### config.mk
export PLATFORM = sky130hd
export DESIGN_NAME = acc_sub_unit
export DESIGN_NICKNAME = d
export VERILOG_FILES = /design/src/rtl/acs_pkg.sv /design/src/rtl/acs_operand_mux.sv /design/src/rtl/acs_sub_core.sv /design/src/rtl/acc_sub_unit.sv
export SDC_FILE = /design/constraint.sdc
export NUM_CORES = 1
export LEC_CHECK = 0
export BUFFER_PORTS_ARGS = -buffer_cell sky130_fd_sc_hd__buf_2
export CAP_MARGIN = 15
export CELL_PAD_IN_SITES_DETAIL_PLACEMENT = 1
export CELL_PAD_IN_SITES_GLOBAL_PLACEMENT = 2
export CORE_MARGIN = 5
export CORE_UTILIZATION = 32
export DETAILED_ROUTE_END_ITERATION = 8
export HOLD_SLACK_MARGIN = 0.15
export MAX_ROUTING_LAYER = met4
export PLACE_DENSITY = 0.83
export RECOVER_POWER = 25
export SLEW_MARGIN = 5
export SYNTH_ARGS = -nofsm -noshare
export SYNTH_HDL_FRONTEND = slang
export SYNTH_SLANG_ARGS = --single-unit
### constraint.sdc
create_clock -name clk -period 7.06 [get_ports clk]
set_input_delay 1.059 -clock clk [delete_from_list [all_inputs] [get_ports clk]]
set_output_delay 1.059 -clock clk [all_outputs]
set_load 0.05 [all_outputs]
### src/rtl/acs_pkg.sv
package acs_pkg;
  parameter int unsigned WORD_W = 24;
  parameter int unsigned EXT_W  = 8;

  typedef enum logic [2:0] {
    SRC_NONE  = 3'd0,
    SRC_OTHER = 3'd1,
    SRC_XL    = 3'd2,
    SRC_YL    = 3'd3,
    SRC_X0    = 3'd4,
    SRC_Y0    = 3'd5,
    SRC_X1    = 3'd6,
    SRC_Y1    = 3'd7
  } src_code_e;

  typedef enum logic [2:0] {
    LD_X0 = 3'd0,
    LD_X1 = 3'd1,
    LD_Y0 = 3'd2,
    LD_Y1 = 3'd3,
    LD_A  = 3'd4,
    LD_B  = 3'd5
  } ld_code_e;

  // first member is the most significant bit
  typedef struct packed {
    logic l;
    logic e;
    logic u;
    logic n;
    logic z;
    logic v;
    logic c;
  } ccr_t;
endpackage

### src/rtl/acs_operand_mux.sv
module acs_operand_mux #(
  parameter int unsigned WORD_W = acs_pkg::WORD_W,
  parameter int unsigned EXT_W  = acs_pkg::EXT_W
) (
  input  logic [3:0]                  sel,
  input  logic [WORD_W-1:0]           x0,
  input  logic [WORD_W-1:0]           x1,
  input  logic [WORD_W-1:0]           y0,
  input  logic [WORD_W-1:0]           y1,
  input  logic [EXT_W+2*WORD_W-1:0]   acc_a,
  input  logic [EXT_W+2*WORD_W-1:0]   acc_b,
  output logic [EXT_W+2*WORD_W-1:0]   src_al,
  output logic                        sel_ok
);
  import acs_pkg::*;
  localparam int unsigned ACC_W = EXT_W + 2 * WORD_W;

  // word as a fraction: upper word position, zero low word, guard = sign
  function automatic logic [ACC_W-1:0] word_frac(input logic [WORD_W-1:0] w);
    return {{EXT_W{w[WORD_W-1]}}, w, {WORD_W{1'b0}}};
  endfunction

  function automatic logic [ACC_W-1:0] long_frac(input logic [WORD_W-1:0] hi,
                                                 input logic [WORD_W-1:0] lo);
    return {{EXT_W{hi[WORD_W-1]}}, hi, lo};
  endfunction

  src_code_e code;
  assign code   = src_code_e'(sel[3:1]);
  assign sel_ok = (code != SRC_NONE);

  always_comb begin
    unique case (code)
      SRC_OTHER: src_al = sel[0] ? acc_a : acc_b;
      SRC_XL:    src_al = long_frac(x1, x0);
      SRC_YL:    src_al = long_frac(y1, y0);
      SRC_X0:    src_al = word_frac(x0);
      SRC_Y0:    src_al = word_frac(y0);
      SRC_X1:    src_al = word_frac(x1);
      SRC_Y1:    src_al = word_frac(y1);
      default:   src_al = '0;
    endcase
  end
endmodule

### src/rtl/acs_sub_core.sv
module acs_sub_core #(
  parameter int unsigned WORD_W = acs_pkg::WORD_W,
  parameter int unsigned EXT_W  = acs_pkg::EXT_W
) (
  input  logic [EXT_W+2*WORD_W-1:0] dst,
  input  logic [EXT_W+2*WORD_W-1:0] src,
  output logic [EXT_W+2*WORD_W-1:0] res,
  output acs_pkg::ccr_t             fl
);
  import acs_pkg::*;
  localparam int unsigned ACC_W = EXT_W + 2 * WORD_W;
  localparam int unsigned MSB   = ACC_W - 1;
  localparam int unsigned FRAC  = 2 * WORD_W - 1;   // fraction sign bit

  function automatic logic guard_used(input logic [ACC_W-1:0] r);
    logic [EXT_W:0] top;
    top = r[MSB:FRAC];
    return !((&top) || !(|top));
  endfunction

  function automatic logic unnorm(input logic [ACC_W-1:0] r);
    return r[FRAC] == r[FRAC-1];
  endfunction

  logic [ACC_W:0] wide;
  assign wide = {1'b0, dst} - {1'b0, src};
  assign res  = wide[MSB:0];

  always_comb begin
    fl   = '0;
    fl.c = wide[ACC_W];
    fl.v = (dst[MSB] != src[MSB]) && (res[MSB] != dst[MSB]);
    fl.n = res[MSB];
    fl.z = (res == '0);
    fl.e = guard_used(res);
    fl.u = unnorm(res);
    fl.l = fl.v;
  end
endmodule

### src/rtl/acc_sub_unit.sv
module acc_sub_unit #(
  parameter int unsigned WORD_W = acs_pkg::WORD_W,
  parameter int unsigned EXT_W  = acs_pkg::EXT_W
) (
  input  logic                      clk,
  input  logic                      rst_n,
  input  logic                      ld_en,
  input  logic [2:0]                ld_sel,
  input  logic [EXT_W+2*WORD_W-1:0] ld_data,
  input  logic                      go,
  input  logic [3:0]                sel,
  input  logic                      clr_limit,
  output logic [EXT_W+2*WORD_W-1:0] acc_a,
  output logic [EXT_W+2*WORD_W-1:0] acc_b,
  output logic [6:0]                flags,
  output logic                      done,
  output logic                      err
);
  import acs_pkg::*;
  localparam int unsigned ACC_W = EXT_W + 2 * WORD_W;

  logic [WORD_W-1:0] x0_q, x1_q, y0_q, y1_q;
  logic [ACC_W-1:0]  a_q, b_q;
  ccr_t              ccr_q;
  logic              done_q, err_q;

  // named internal events
  logic [ACC_W-1:0] src_al, dst_val, res_val;
  logic             sel_ok, op_fire, op_bad, ld_take;
  ccr_t             fl_nx;

  acs_operand_mux #(.WORD_W(WORD_W), .EXT_W(EXT_W)) u_mux (
    .sel(sel), .x0(x0_q), .x1(x1_q), .y0(y0_q), .y1(y1_q),
    .acc_a(a_q), .acc_b(b_q), .src_al(src_al), .sel_ok(sel_ok)
  );

  assign dst_val = sel[0] ? b_q : a_q;

  acs_sub_core #(.WORD_W(WORD_W), .EXT_W(EXT_W)) u_core (
    .dst(dst_val), .src(src_al), .res(res_val), .fl(fl_nx)
  );

  assign op_fire = go && sel_ok;
  assign op_bad  = go && !sel_ok;
  assign ld_take = ld_en && !go;

  always_ff @(posedge clk) begin
    if (!rst_n) begin
      x0_q <= '0; x1_q <= '0; y0_q <= '0; y1_q <= '0;
      a_q <= '0; b_q <= '0; ccr_q <= '0;
      done_q <= 1'b0; err_q <= 1'b0;
    end else begin
      done_q <= op_fire;
      err_q  <= op_bad;
      if (ld_take) begin
        case (ld_sel)
          LD_X0:   x0_q <= ld_data[WORD_W-1:0];
          LD_X1:   x1_q <= ld_data[WORD_W-1:0];
          LD_Y0:   y0_q <= ld_data[WORD_W-1:0];
          LD_Y1:   y1_q <= ld_data[WORD_W-1:0];
          LD_A:    a_q  <= ld_data;
          LD_B:    b_q  <= ld_data;
          default: ;
        endcase
      end
      if (op_fire) begin
        if (sel[0]) b_q <= res_val;
        else        a_q <= res_val;
        ccr_q.e <= fl_nx.e;
        ccr_q.u <= fl_nx.u;
        ccr_q.n <= fl_nx.n;
        ccr_q.z <= fl_nx.z;
        ccr_q.v <= fl_nx.v;
        ccr_q.c <= fl_nx.c;
      end
      ccr_q.l <= (ccr_q.l && !clr_limit) || (op_fire && fl_nx.v);
    end
  end

  assign acc_a = a_q;
  assign acc_b = b_q;
  assign flags = ccr_q;
  assign done  = done_q;
  assign err   = err_q;

  // written value is the difference of the operands seen at the strobe
  a_r6_difference: assert property (@(posedge clk) disable iff (!rst_n)
    op_fire |=> (($past(sel[0]) ? b_q : a_q) == $past(dst_val) - $past(src_al)));

  // zero and sign flags follow the stored destination
  a_r7_zero_sign: assert property (@(posedge clk) disable iff (!rst_n)
    done_q |-> (ccr_q.z == (($past(sel[0]) ? b_q : a_q) == '0)) &&
               (ccr_q.n == ($past(sel[0]) ? b_q[ACC_W-1] : a_q[ACC_W-1])));

  // borrow equals unsigned compare of the operands
  a_r8_borrow: assert property (@(posedge clk) disable iff (!rst_n)
    op_fire |=> (ccr_q.c == ($past(dst_val) < $past(src_al))));

  // limit flag holds until cleared
  a_r10_limit_sticky: assert property (@(posedge clk) disable iff (!rst_n)
    (ccr_q.l && !clr_limit) |=> ccr_q.l);

  // rejected strobe leaves state alone and reports
  a_r11_reject: assert property (@(posedge clk) disable iff (!rst_n)
    op_bad |=> $stable(a_q) && $stable(b_q) && $stable(flags[5:0]) && err_q && !done_q);
endmodule

# Word level (Yosys, flattened, before mapping)
# Index checks and enable logic that the tools add are counted.
totals:
  wordCells: 64
  in_bits: 68
  out_inout_bits: 121
  ff_bits: 217
classes:
  add_sub_neg: 1
  reduce_logical: 22
  mux: 11
  n_eq_ne: 15
op_table:
  columns: ["cell", "count"]
  rows:
  - ["two-way mux 56 bit", 10]
  - ["one-hot mux 56 bit (7 select lines)", 1]
  - ["subtractor 56 x 56 -> 57 bit", 1]
  - ["zero test 56 bit", 1]
  - ["equality test 3 bit, second input constant", 6]
  - ["equality test 3 x 2 -> 1 bit, second input constant", 4]
  - ["AND reduction 9 bit", 1]
  - ["OR reduction 9 bit", 1]
  - ["AND reduction 2 bit", 4]
  - ["equality test 3 x 1 -> 1 bit, second input constant", 2]
  - ["logical AND 1 bit", 6]
  - ["zero test 1 bit", 5]
  - ["zero test 3 bit", 1]
  - ["nonzero test 3 bit", 1]
  - ["logical OR 1 bit", 2]
  - ["!= test 1 bit", 2]
  - ["equality test 1 bit", 1]

# Depth between registers and ports, before layout
# Gate-level depths: netlist of the first run.
depth:
  depth_word: 7
  mapped_depth: 28
  mapped_depth_nobuf: 25

# Cells and area by module
# A second synthesis of the first run with hierarchy kept.
hier_totals:
  hier_cells: 2060
  hier_area_um2: 16056.6
modules_own_cells:
  columns: ["mod", "cells_per_inst", "area_each_um2", "instances"]
  rows:
  - ["acc_sub_unit", 1155, 9731.8, 1]
  - ["acs_sub_core", 662, 4229.1, 1]
  - ["acs_operand_mux", 243, 2095.8, 1]

# Worst setup path before layout of the first run
# No wires, ideal clock.
synth_path:
  path_kind: "input to register"
  from: "in sel[0]"
  to: "reg ccr_q (netlist bit flags[2])"
  stages: 28
  required_ns: 7.000
  slack_ns: 0.387
  n_path_buf: 3
  setup_ns: 0.060
  t_arrival_ns: 6.614
  path_cell_list: "clkbuf_1 -> clkbuf_1 -> buf_1 -> mux2i_1 -> nor2_1 -> a21oi_1 -> nor2_1 -> ha_1 -> inv_1 -> fa_1 -> a21o_1 -> a221o_2 -> and2_1 -> o311ai_2 -> a31oi_2 -> a21boi_0 -> xnor2_1 -> inv_1 -> ha_1 -> nand4b_1 -> or3_1 -> or4_1 -> nor4b_1 -> nand4b_1 -> nor4_1 -> and4_1 -> and4b_1 -> a31o_1"
synth_via:
  elab_chain_cells: 4
synth_rtl:
  columns: ["element", "line_no", "text"]
  rows:
  - ["from (decl)", "acc_sub_unit.sv:11", "input logic [3:0] sel,"]
  - ["two-way mux 56 bit", "acs_operand_mux.sv:34", "SRC_OTHER: src_al = sel[0] ? acc_a : acc_b;"]
  - ["one-hot mux 56 bit (7 select lines)", "acs_operand_mux.sv:33", "unique case (code)"]
  - ["subtractor 56 x 56 -> 57 bit *", "acs_sub_core.sv:26", "assign wide = {1'b0, dst} - {1'b0, src};"]
  - ["zero test 56 bit *", "acs_sub_core.sv:34", "fl.z = (res == '0);"]
  - ["to (decl)", "acc_sub_unit.sv:24", "ccr_t ccr_q;"]
# Mark *: on every way between the ends. The rest lies on a longest branch, timed or not.
# A chain may end at the register's enable or synchronous reset.

# Final worst setup path of the first run
layout_path:
  from: "in sel[1]"
  to: "reg ccr_q (netlist bit flags[2])"
layout_via:
  elab_chain_cells: 4
layout_rtl:
  columns: ["element", "line_no"]
  rows:
  - ["equality test 3 bit (tied with other cells)", "acs_operand_mux.sv:33"]
  - ["one-hot mux 56 bit (7 select lines)", "acs_operand_mux.sv:33"]
  - ["subtractor 56 x 56 -> 57 bit", "acs_sub_core.sv:26"]
  - ["zero test 56 bit", "acs_sub_core.sv:34"]
# Parallel ways exist; a longest one is shown, timed or not.

==> results of run 1 <==
critical path, stage by stage:
cell and delay (ns):
buf_2 0.32, buf_4 0.32, mux2_2 0.37, a22o_1 0.23, a21oi_1 0.21, ha_1 0.33, inv_2 0.07, or3_1 0.41
nand2b_1 0.20, nor3_1 0.19, a22oi_1 0.19, o41ai_2 0.38, xor2_1 0.16, inv_1 0.13, ha_1 0.25, nand4b_1 0.14
or3_1 0.34, or4_1 0.41, nor4b_1 0.38, nand4b_1 0.26, nor4_1 0.30, and4_1 0.25, and4b_1 0.20, a31o_1 0.09
path summary, 6_finish.rpt:
| path | from | to | depth (start not counted) |
|---|---|---|---|
| max | sel[1] | flags[2] | 24 |
| min | y1_q[1] | y1_q[1] | 2 |
| max reg2reg | y0_q[0] | flags[2] | 24 |
| min reg2reg | y1_q[1] | y1_q[1] | 2 |
Yosys cell counts (all sizes together), types with 5 or more instances:
library cell	instances	area [um^2]
nor3	11	55.1
nand2	432	1620
and2	8	50.1
xor2	21	184
o21bai	6	45.0
a21o	25	190
o31ai	5	37.5
buf	36	176
nand2b	36	225
nor2	56	210
a221oi	8	70.1
dfxtp	217	4340
mux2i	169	1690
nand3	15	75.1
a21oi	93	480
nor2b	9	56.3
xnor2	34	298
nor4	9	62.6
a211oi	5	47.5
a31oi	12	93.8
o21ai	83	415
clkbuf	103	398
and3	24	150
ha	57	713
a22o	17	149
a21boi	102	766
nand4	12	75.1
mux2	106	1190
o211a	103	1030
inv	16	60.1
sequential cells by signal, indices dropped and copies added, names as in the netlist, 7 cells and up:
signal / cells
x1_q: 24
x0_q: 24
y1_q: 24
acc_b: 56
acc_a: 56
y0_q: 24
flags: 7
routing by layer:
layer,global-route usage,share of wire,up-vias
li1,-,-,7057
met4,0.0620,0.029,0
met1,0.335,0.45,7567
met2,0.387,0.45,426
met3,0.0328,0.065,91
met5,-,0,-
power by group:
part           total [mW]  internal [mW]  leakage (nW)  switching (mW)
combinational        2.12          0.701          6.45            1.42
clock                1.42          0.841         0.442           0.575
sequential           1.40           1.30          1.77          0.0914
total                4.94           2.85          8.67            2.09
metrics by stage:
step,std cells,util
floorplan,1895,-
global placement,2613,0.358
detailed placement,2614,0.358
CTS,2663,0.377
global route,2663,0.375
finish,2663,0.375
kinds of logic after synthesis:
logic type | synth area share
XOR/XNOR | 0.0310
AND/OR/NAND/NOR | 0.178
flip-flops | 0.279
AO/OA/AOI/OAI | 0.238
buffers and inverters | 0.0408
multiplexers | 0.185
adder cells (fa/ha/maj) | 0.0471
area by class of cell:
type,count,area [um^2],area share
timing repair buffer,243,1310,0.0726
sequential,217,4340,0.241
inverter,16,60.1,0.00334
clock buffer,40,785,0.0436
clock inverter,9,113,0.00626
multi-input combinational,1523,10600,0.590
tap,615,769,0.0428
==> impl_metrics.csv, run 1 <==
group,metric,value,unit
outcome,status,"finished with violations",
outcome,violations,"max-capacitance violations, max-slew violations",
finish,layout_common_cells,"nand2_1, dfxtp_1, mux2i_1",
sta,finalCritPeriodShare,0.951,
clock_tree,clk_latency,0.57,ns
clock_tree,htree_levels,1,
critical_path,worstSetupStartpointType,"primary input",
yosys,yosysUniqueCellTypes,75,
clock_tree,post_cts_buffers,0,
sta,worstMarginPinSlew,3.31,ns
yosys,synth_edf_count,0,
sta,setup_viol,0,
sta,hold_viol_final,0,
placed_design,dpl-instance-area,0.0172,mm^2
finish,num_antenna_cells,0,
placed_design,numPortBuffers,188,
finish,fillers,5759,
critical_path,rrSetupSlack,0.89,ns
placed_design,dpl.hpwl,50.3,mm
clock_tree,cts_resized,0,
clock_tree,cts_buffers,27,
sta,tns,0,ns
sta,timing.final.ws_setup,0.346,ns
floorplanning,rows,80,
yosys,synth_seq_cells,217,
global_routing,grt_max_degree,86,
finish,area_growth,15.7,%
pwr,ir_worst_vdd,0.000180,V
global_routing,grt_pass1_vias,15600,
floorplanning,chipWidth,230,um
finish,drive_gt1_frac,0.188,
yosys,synth_nets,2021,
pwr,leakage,8.67,nW
yosys,synth_ff_type,"dfxtp_1",
routing,drc_errors,0,
clock_tree,cts-root-buf,"clkbuf_16",
global_routing,track_usage,0.246,
sta,slew_headroom,-1.20,
finish,nets,2154,
yosys,syn_inst,1895,
finish,final_common_cell,"nand2_1",
clock_tree,cts_tree,"yes",
global_routing,grt-ovfl-total,0,
critical_path,arrival,7.22,ns
critical_path,crit_type,"primary input to register",
sta,fin_hold_ws,0.468,ns
critical_path,end_kind,"register",
floorplanning,num_io_pins,189,
global_routing,grt_pass1_wl,99.1,mm
yosys,ys_seq_area_frac,0.279,
clock_tree,ctsHoldBuffers,0,
routing,viasPerCell,5.69,
yosys,ys_warn_count,0,
routing,drt_iter0_markers,973,
sta,rsz0062_at_grt,"no",
clock_tree,worst_setup_hold_path_clk_slew,0.06,ns
run,cap_violations,3,
routing,vias,15100,
global_routing,antenna_found_initial,3,
yosys,synth_area_per_cell,8.21,um^2
clock_tree,cts_sinks,217,
routing,avgRoutedWirePerCell,24.8,um
finish,stdcell_area,0.0180,mm^2
floorplanning,die_h,230,um
placed_design,dp_worst_setup_slack,-0.126,ns
sta,timing.final.max_slew_violations,166,
sta,fin_crit,6.71,ns
pwr,p_per_area,274,mW/mm^2
placed_design,place_congestion,0.958,
routing,ant_nets,0,
floorplanning,dieArea,0.0531,mm^2
clock_tree,clock_path_buffers,3,
pwr,p_total,4.94,mW
routing,wl,66.0,mm
critical_path,required,7.57,ns
yosys,async_flop_share,0,
floorplanning,start_util,0.324,
floorplanning,coreArea,0.0479,mm^2
sta,finClkSkew,0.0113,ns
critical_path,crit_fanout,15,
yosys,syn_area,0.0156,mm^2
sta,max_freq,149,MHz
min_path,hold_path_class,"register to register",
routing,first_pass_iters,5,
(Power assumes the default switching activity.)
==> run 2: changes to the inputs <==
--- a/config.mk
+++ b/config.mk
@@ -9,7 +9,7 @@
 export CAP_MARGIN = 15
 export CELL_PAD_IN_SITES_DETAIL_PLACEMENT = 1
 export CELL_PAD_IN_SITES_GLOBAL_PLACEMENT = 2
-export CORE_MARGIN = 5
+export CORE_MARGIN = 1.5
 export CORE_UTILIZATION = 32
 export DETAILED_ROUTE_END_ITERATION = 8
 export HOLD_SLACK_MARGIN = 0.15
==> run 2 against run 1 <==
  * The flow still finishes with violations (max-capacitance violations, max-slew violations)
  * Combinational power about the same
  * Clock-buffer cell count down 6
  * Largest power group unchanged
  * Critical path type unchanged
  * Critical endpoint unchanged
  * Final area up 0.77%
==> impl_metrics.csv, run 2 (same netlist as run 1, synthesis figures left out) <==
group,metric,value,unit
global_routing,antenna_found_initial,0,
finish,final_common_cell,"nand2_1",
routing,viasPerCell,5.71,
sta,timing.final.max_slew_violations,224,
routing,avgRoutedWirePerCell,24.6,um
clock_tree,htree_levels,1,
sta,max_freq,149,MHz
clock_tree,clk_latency,0.59,ns
outcome,violations,"max-capacitance violations, max-slew violations",
finish,nets,2156,
clock_tree,clock_path_buffers,3,
finish,postLayoutCoreUtil,0.379,
routing,first_pass_iters,5,
global_routing,gr-usage-met3,0.0352,
routing,vias,15200,
clock_tree,cts-root-buf,"clkbuf_16",
floorplanning,rows,80,
sta,slew_headroom,-1.74,
placed_design,numPortBuffers,188,
sta,finClkSkew,0.0158,ns
sta,hold_viol_final,0,
clock_tree,cts_buffers,28,
pwr,leakage,8.72,nW
clock_tree,worst_setup_hold_path_clk_slew,0.07,ns
placed_design,dpl-instance-area,0.0172,mm^2
routing,drt_iter0_markers,1076,
clock_tree,cts_resized,0,
outcome,status,"finished with violations",
finish,area_growth,16.6,%
critical_path,r2r_start,"acc_a[0]",
floorplanning,die_h,223,um
min_path,hold_path_class,"register to register",
global_routing,use_met2,0.425,
finish,num_antenna_cells,0,
floorplanning,chipWidth,223,um
critical_path,worstSetupStartpointType,"primary input",
global_routing,busiest_layer,"met2",
global_routing,grt_max_degree,99,
sta,fin_crit,6.70,ns
routing,drc_errors,0,
critical_path,crit_fanout,16,
placed_design,dpl.hpwl,50.0,mm
sta,setup_viol,0,
critical_path,slowest_delay,0.47,ns
critical_path,crit_family,"simple AND/OR/NAND/NOR gates",
clock_tree,cts_sinks,217,
global_routing,grt-ovfl-total,0,
floorplanning,dieArea,0.0499,mm^2
sta,rsz0062_at_grt,"no",
finish,layout_common_cells,"nand2_1, dfxtp_1, mux2i_1",
critical_path,arrival,7.23,ns
routing,ant_nets,0,
min_path,hold_path_startpoint,"x1_q[2]",
placed_design,place_congestion,0.972,
floorplanning,coreArea,0.0478,mm^2
routing,wl,65.7,mm
global_routing,grt_pass1_vias,15400,
sta,tns,0,ns
pwr,p_per_area,281,mW/mm^2
clock_tree,ctsHoldBuffers,0,
run,cap_violations,3,
critical_path,end_kind,"register",
global_routing,use_met1,0.348,
critical_path,crit_start,"sel[1]",
critical_path,cp_num_buf_inv,4,
global_routing,grt_pass1_wl,98.5,mm
clock_tree,post_cts_buffers,0,
floorplanning,start_util,0.325,
finish,drive_gt1_frac,0.191,
sta,finalCritPeriodShare,0.949,
critical_path,required,7.59,ns
clock_tree,cts_tree,"yes",
finish,stdcell_area,0.0181,mm^2
sta,fin_hold_ws,0.467,ns
global_routing,track_usage,0.265,
sta,worstMarginPinSlew,4.11,ns
pwr,ir_worst_vdd,0.000192,V
critical_path,crit_type,"primary input to register",
critical_path,cp_slowest_cell,"o41ai_2",
floorplanning,num_io_pins,189,
run 2: cell types whose count changed in the layout (fill, tap and decap cells not counted), sizes merged:
cell,change
clkbuf,-6
buf,+1
inv,-1
clkinv,+4
clkinvlp,+3
bufinv,+3
run 2: layout make-up:
| cell class | instances | area [um^2] |
|---|---|---|
| Fill cell | 5711 | 29700 |
| Multi-Input combinational cell | 1523 | 10600 |
| Sequential cell | 217 | 4340 |
| Timing Repair Buffer | 244 | 1360 |
| Tap cell | 615 | 769 |
| Clock buffer | 34 | 743 |
| Clock inverter | 18 | 240 |
| Inverter | 16 | 60.1 |
run 2: path summary, 6_finish.rpt:
path                                  to  slack [ns]  cells past startpoint
worst max-delay path            flags[2]        0.36                     26
worst min register to register   x1_q[2]        0.47                      2
worst max register to register  flags[2]        0.85                     25
worst min-delay path             x1_q[2]        0.47                      2
run 2: layer usage:
metal,up-vias,routed length (um)
met4,0,1850
met3,93,3070
met2,388,30700
met1,7684,30100
met5,-,0
li1,7058,-
run 2: worst min-delay path, stage by stage, from the launching register on:
cell and delay, ns:
dfxtp_1 0.31, nand2_1 0.05, a21boi_0 0.06
run 2: stage by stage:
stage	total power, mW	worst slack [ns]	cells
floorplan	2.81	0.387	1895
global placement	3.53	0.201	2613
detailed placement	3.54	0.0664	2614
CTS	5.11	0.561	2666
global route	5.32	0.117	2667
finish	5.09	0.358	2667
run 2: where the power goes:
part           total (mW)  internal [mW]  switching (mW)  leakage (nW)
logic                2.15          0.716            1.43          6.48
clock network        1.55          0.933           0.613         0.474
registers            1.39           1.30          0.0899          1.77
==> run 3: changes to the inputs <==
--- a/config.mk
+++ b/config.mk
@@ -5,12 +5,13 @@
 export SDC_FILE = /design/constraint.sdc
 export NUM_CORES = 1
 export LEC_CHECK = 0
+export ABC_AREA = 1
 export BUFFER_PORTS_ARGS = -buffer_cell sky130_fd_sc_hd__buf_2
 export CAP_MARGIN = 15
 export CELL_PAD_IN_SITES_DETAIL_PLACEMENT = 1
 export CELL_PAD_IN_SITES_GLOBAL_PLACEMENT = 2
 export CORE_MARGIN = 1.5
-export CORE_UTILIZATION = 32
+export CORE_UTILIZATION = 28
 export DETAILED_ROUTE_END_ITERATION = 8
 export HOLD_SLACK_MARGIN = 0.15
 export MAX_ROUTING_LAYER = met4
==> run 3 against run 2 <==
  * The flow still finishes with violations (max-capacitance violations, max-slew violations)
  * Flip-flop and latch count unchanged
  * Hold slack better by 0.0064 ns
  * First-iteration DRC count up 48%
  * Global-route usage up 3.9 points
  * Largest power group unchanged
  * Synthesized cell count up 44%
==> impl_metrics.csv, run 3 <==
group,metric,value,unit
sta,tns,0,ns
sta,timing.final.max_slew_violations,235,
routing,viasPerCell,5.44,
clock_tree,clock_path_buffers,3,
finish,layout_common_cells,"nand2_1, inv_1, nor2_1",
yosys,ys_warn_count,0,
sta,rsz0062_at_grt,"no",
clock_tree,cts-root-buf,"clkbuf_16",
sta,worstMarginPinSlew,3.72,ns
clock_tree,ctsHoldBuffers,0,
global_routing,track_usage,0.303,
finish,area_growth,16.1,%
yosys,yosys.area.top_type,"dfxtp_1",
pwr,p_total,5.91,mW
clock_tree,clk_latency,0.61,ns
placed_design,dpl.hpwl,71.0,mm
yosys,synth_top_area_frac,0.268,
placed_design,dp_worst_setup_slack,0.400,ns
finish,nets,2973,
clock_tree,cts_buffers,28,
sta,setup_viol,0,
routing,wl,89.4,mm
sta,max_freq,160,MHz
floorplanning,rows,87,
finish,final_common_cell,"nand2_1",
floorplanning,num_io_pins,189,
sta,timing.final.ws_setup,0.806,ns
pwr,p_sw,2.93,mW
clock_tree,cts_tree,"yes",
sta,finClkSkew,0.0338,ns
critical_path,arrival,6.78,ns
global_routing,grt-ovfl-total,0,
pwr,p_per_area,315,mW/mm^2
pwr,power_frac_seq,0.237,
yosys,synth_seq_cells,217,
critical_path,end_kind,"register",
yosys,synth_area_per_cell,5.94,um^2
critical_path,required,7.58,ns
finish,stdcell_area,0.0188,mm^2
finish,fillers,7448,
clock_tree,post_cts_buffers,0,
global_routing,grt_pass1_vias,19300,
yosys,synth_edf_count,0,
yosys,yosysUniqueCellTypes,42,
pwr,switching_share,0.495,
outcome,violations,"max-capacitance violations, max-slew violations",
critical_path,cp_cell_sequence,"clkbuf_1 -> clkbuf_1 -> o21ai_0 -> a31oi_1",
sta,slew_headroom,-1.48,
global_routing,grt_max_degree,90,
finish,drive_gt1_frac,0.0945,
yosys,synth_nets,2851,
floorplanning,coreArea,0.0567,mm^2
global_routing,grt_pass1_wl,131,mm
pwr,leakage,9.04,nW
sta,fin_hold_ws,0.474,ns
critical_path,worstSetupStartpointType,"primary input",
floorplanning,dieArea,0.0593,mm^2
clock_tree,htree_levels,1,
clock_tree,cts_resized,0,
routing,drt_iter0_markers,1594,
min_path,hold_path_class,"register to register",
outcome,status,"finished with violations",
critical_path,crit_type,"primary input to register",
global_routing,antenna_found_initial,2,
floorplanning,chipWidth,243,um
yosys,yosysMostFrequentCell,"nand2_1",
floorplanning,die_h,243,um
run,cap_violations,4,
yosys,syn_area,0.0162,mm^2
yosys,synth_ff_type,"dfxtp_1",
placed_design,numPortBuffers,188,
sta,finalCritPeriodShare,0.886,
critical_path,slowest_delay,2.74,ns
critical_path,critPathMostFrequentCell,"clkbuf_1",
clock_tree,cts_sinks,217,
routing,first_pass_iters,7,
yosys,async_flop_share,0,
yosys,synth_area_leaders,"dfxtp_1, nand2_1, inv_1",
placed_design,dpl-instance-area,0.0178,mm^2
yosys,synth_common_cells,"nand2_1, inv_1, nor2_1",
pwr,combPwrFrac,0.490,
yosys,syn_inst,2725,
routing,vias,19700,
sta,hold_viol_final,0,
yosys,ys_seq_area_frac,0.268,
critical_path,cp_slowest_cell,"clkbuf_1",
routing,ant_nets,0,
pwr,ir_worst_vdd,0.000137,V
routing,drc_errors,0,
routing,avgRoutedWirePerCell,24.7,um
clock_tree,worst_setup_hold_path_clk_slew,0.06,ns
critical_path,crit_fanout,89,
pwr,p_int,2.99,mW
pwr,clockPowerShare,0.273,
sta,fin_crit,6.25,ns
floorplanning,start_util,0.285,
placed_design,place_congestion,1.03,
-- run 3: critical path, delay by kind of cell --
family	cells	cell delay, ns
compound gates	2	0.83
buf+inv	2	4.79
-- run 3: layout make-up --
type / count / area, um^2 / share of cell area
antenna: 2 / 5.00 / 0.000266
clock buffer: 41 / 850 / 0.0452
clock inverter: 9 / 178 / 0.00945
inverter: 423 / 1590 / 0.0845
multi-input combinational: 1962 / 9820 / 0.523
sequential: 217 / 4340 / 0.231
tap: 756 / 946 / 0.0503
timing repair buffer: 215 / 1060 / 0.0566
-- run 3: stage by stage --
step	util	instances
after floorplan	-	2725
after global placement	0.314	3571
after detailed placement	0.315	3573
after CTS	0.333	3623
after global routing	0.331	3625
final	0.331	3625
-- run 3: kinds of logic (layout without fill, tap and decap cells) --
logic type	Yosys count	count (layout)	synth area share
other cells	0	2	0
fa+ha+maj	58	58	0.0453
buf+inv	546	688	0.127
flops	217	217	0.268
xor+xnor	10	10	0.00541
simple gates	1240	1240	0.316
compound gates	654	654	0.238
-- run 3: worst paths after layout --
kind,to,cells after the start,from,slack (ns)
max reg2reg,flags[2],23,acc_b[28],2.18
min reg2reg,flags[1],2,flags[1],0.47
max,acc_b[0],4,rst_n,0.81
min,flags[1],2,flags[1],0.47
-- run 3: power groups by stage --
| stage | clock (mW) | combinational, mW | sequential, mW |
|---|---|---|---|
| final | 1.61 | 2.90 | 1.40 |
| after global routing | 1.69 | 3.12 | 1.41 |
| after CTS | 1.64 | 2.85 | 1.40 |
| after detailed placement | 0 | 2.84 | 1.43 |
| after global placement | 0 | 2.81 | 1.42 |
| after floorplan | 0 | 1.54 | 1.66 |
-- run 3: layer usage --
layer | vias up | wire [um] | global-route usage
li1 | 9103 | - | -
met1 | 9823 | 42500 | 0.427
met2 | 675 | 38200 | 0.452
met3 | 108 | 6010 | 0.0392
met4 | 0 | 2690 | 0.0837
met5 | - | 0 | -
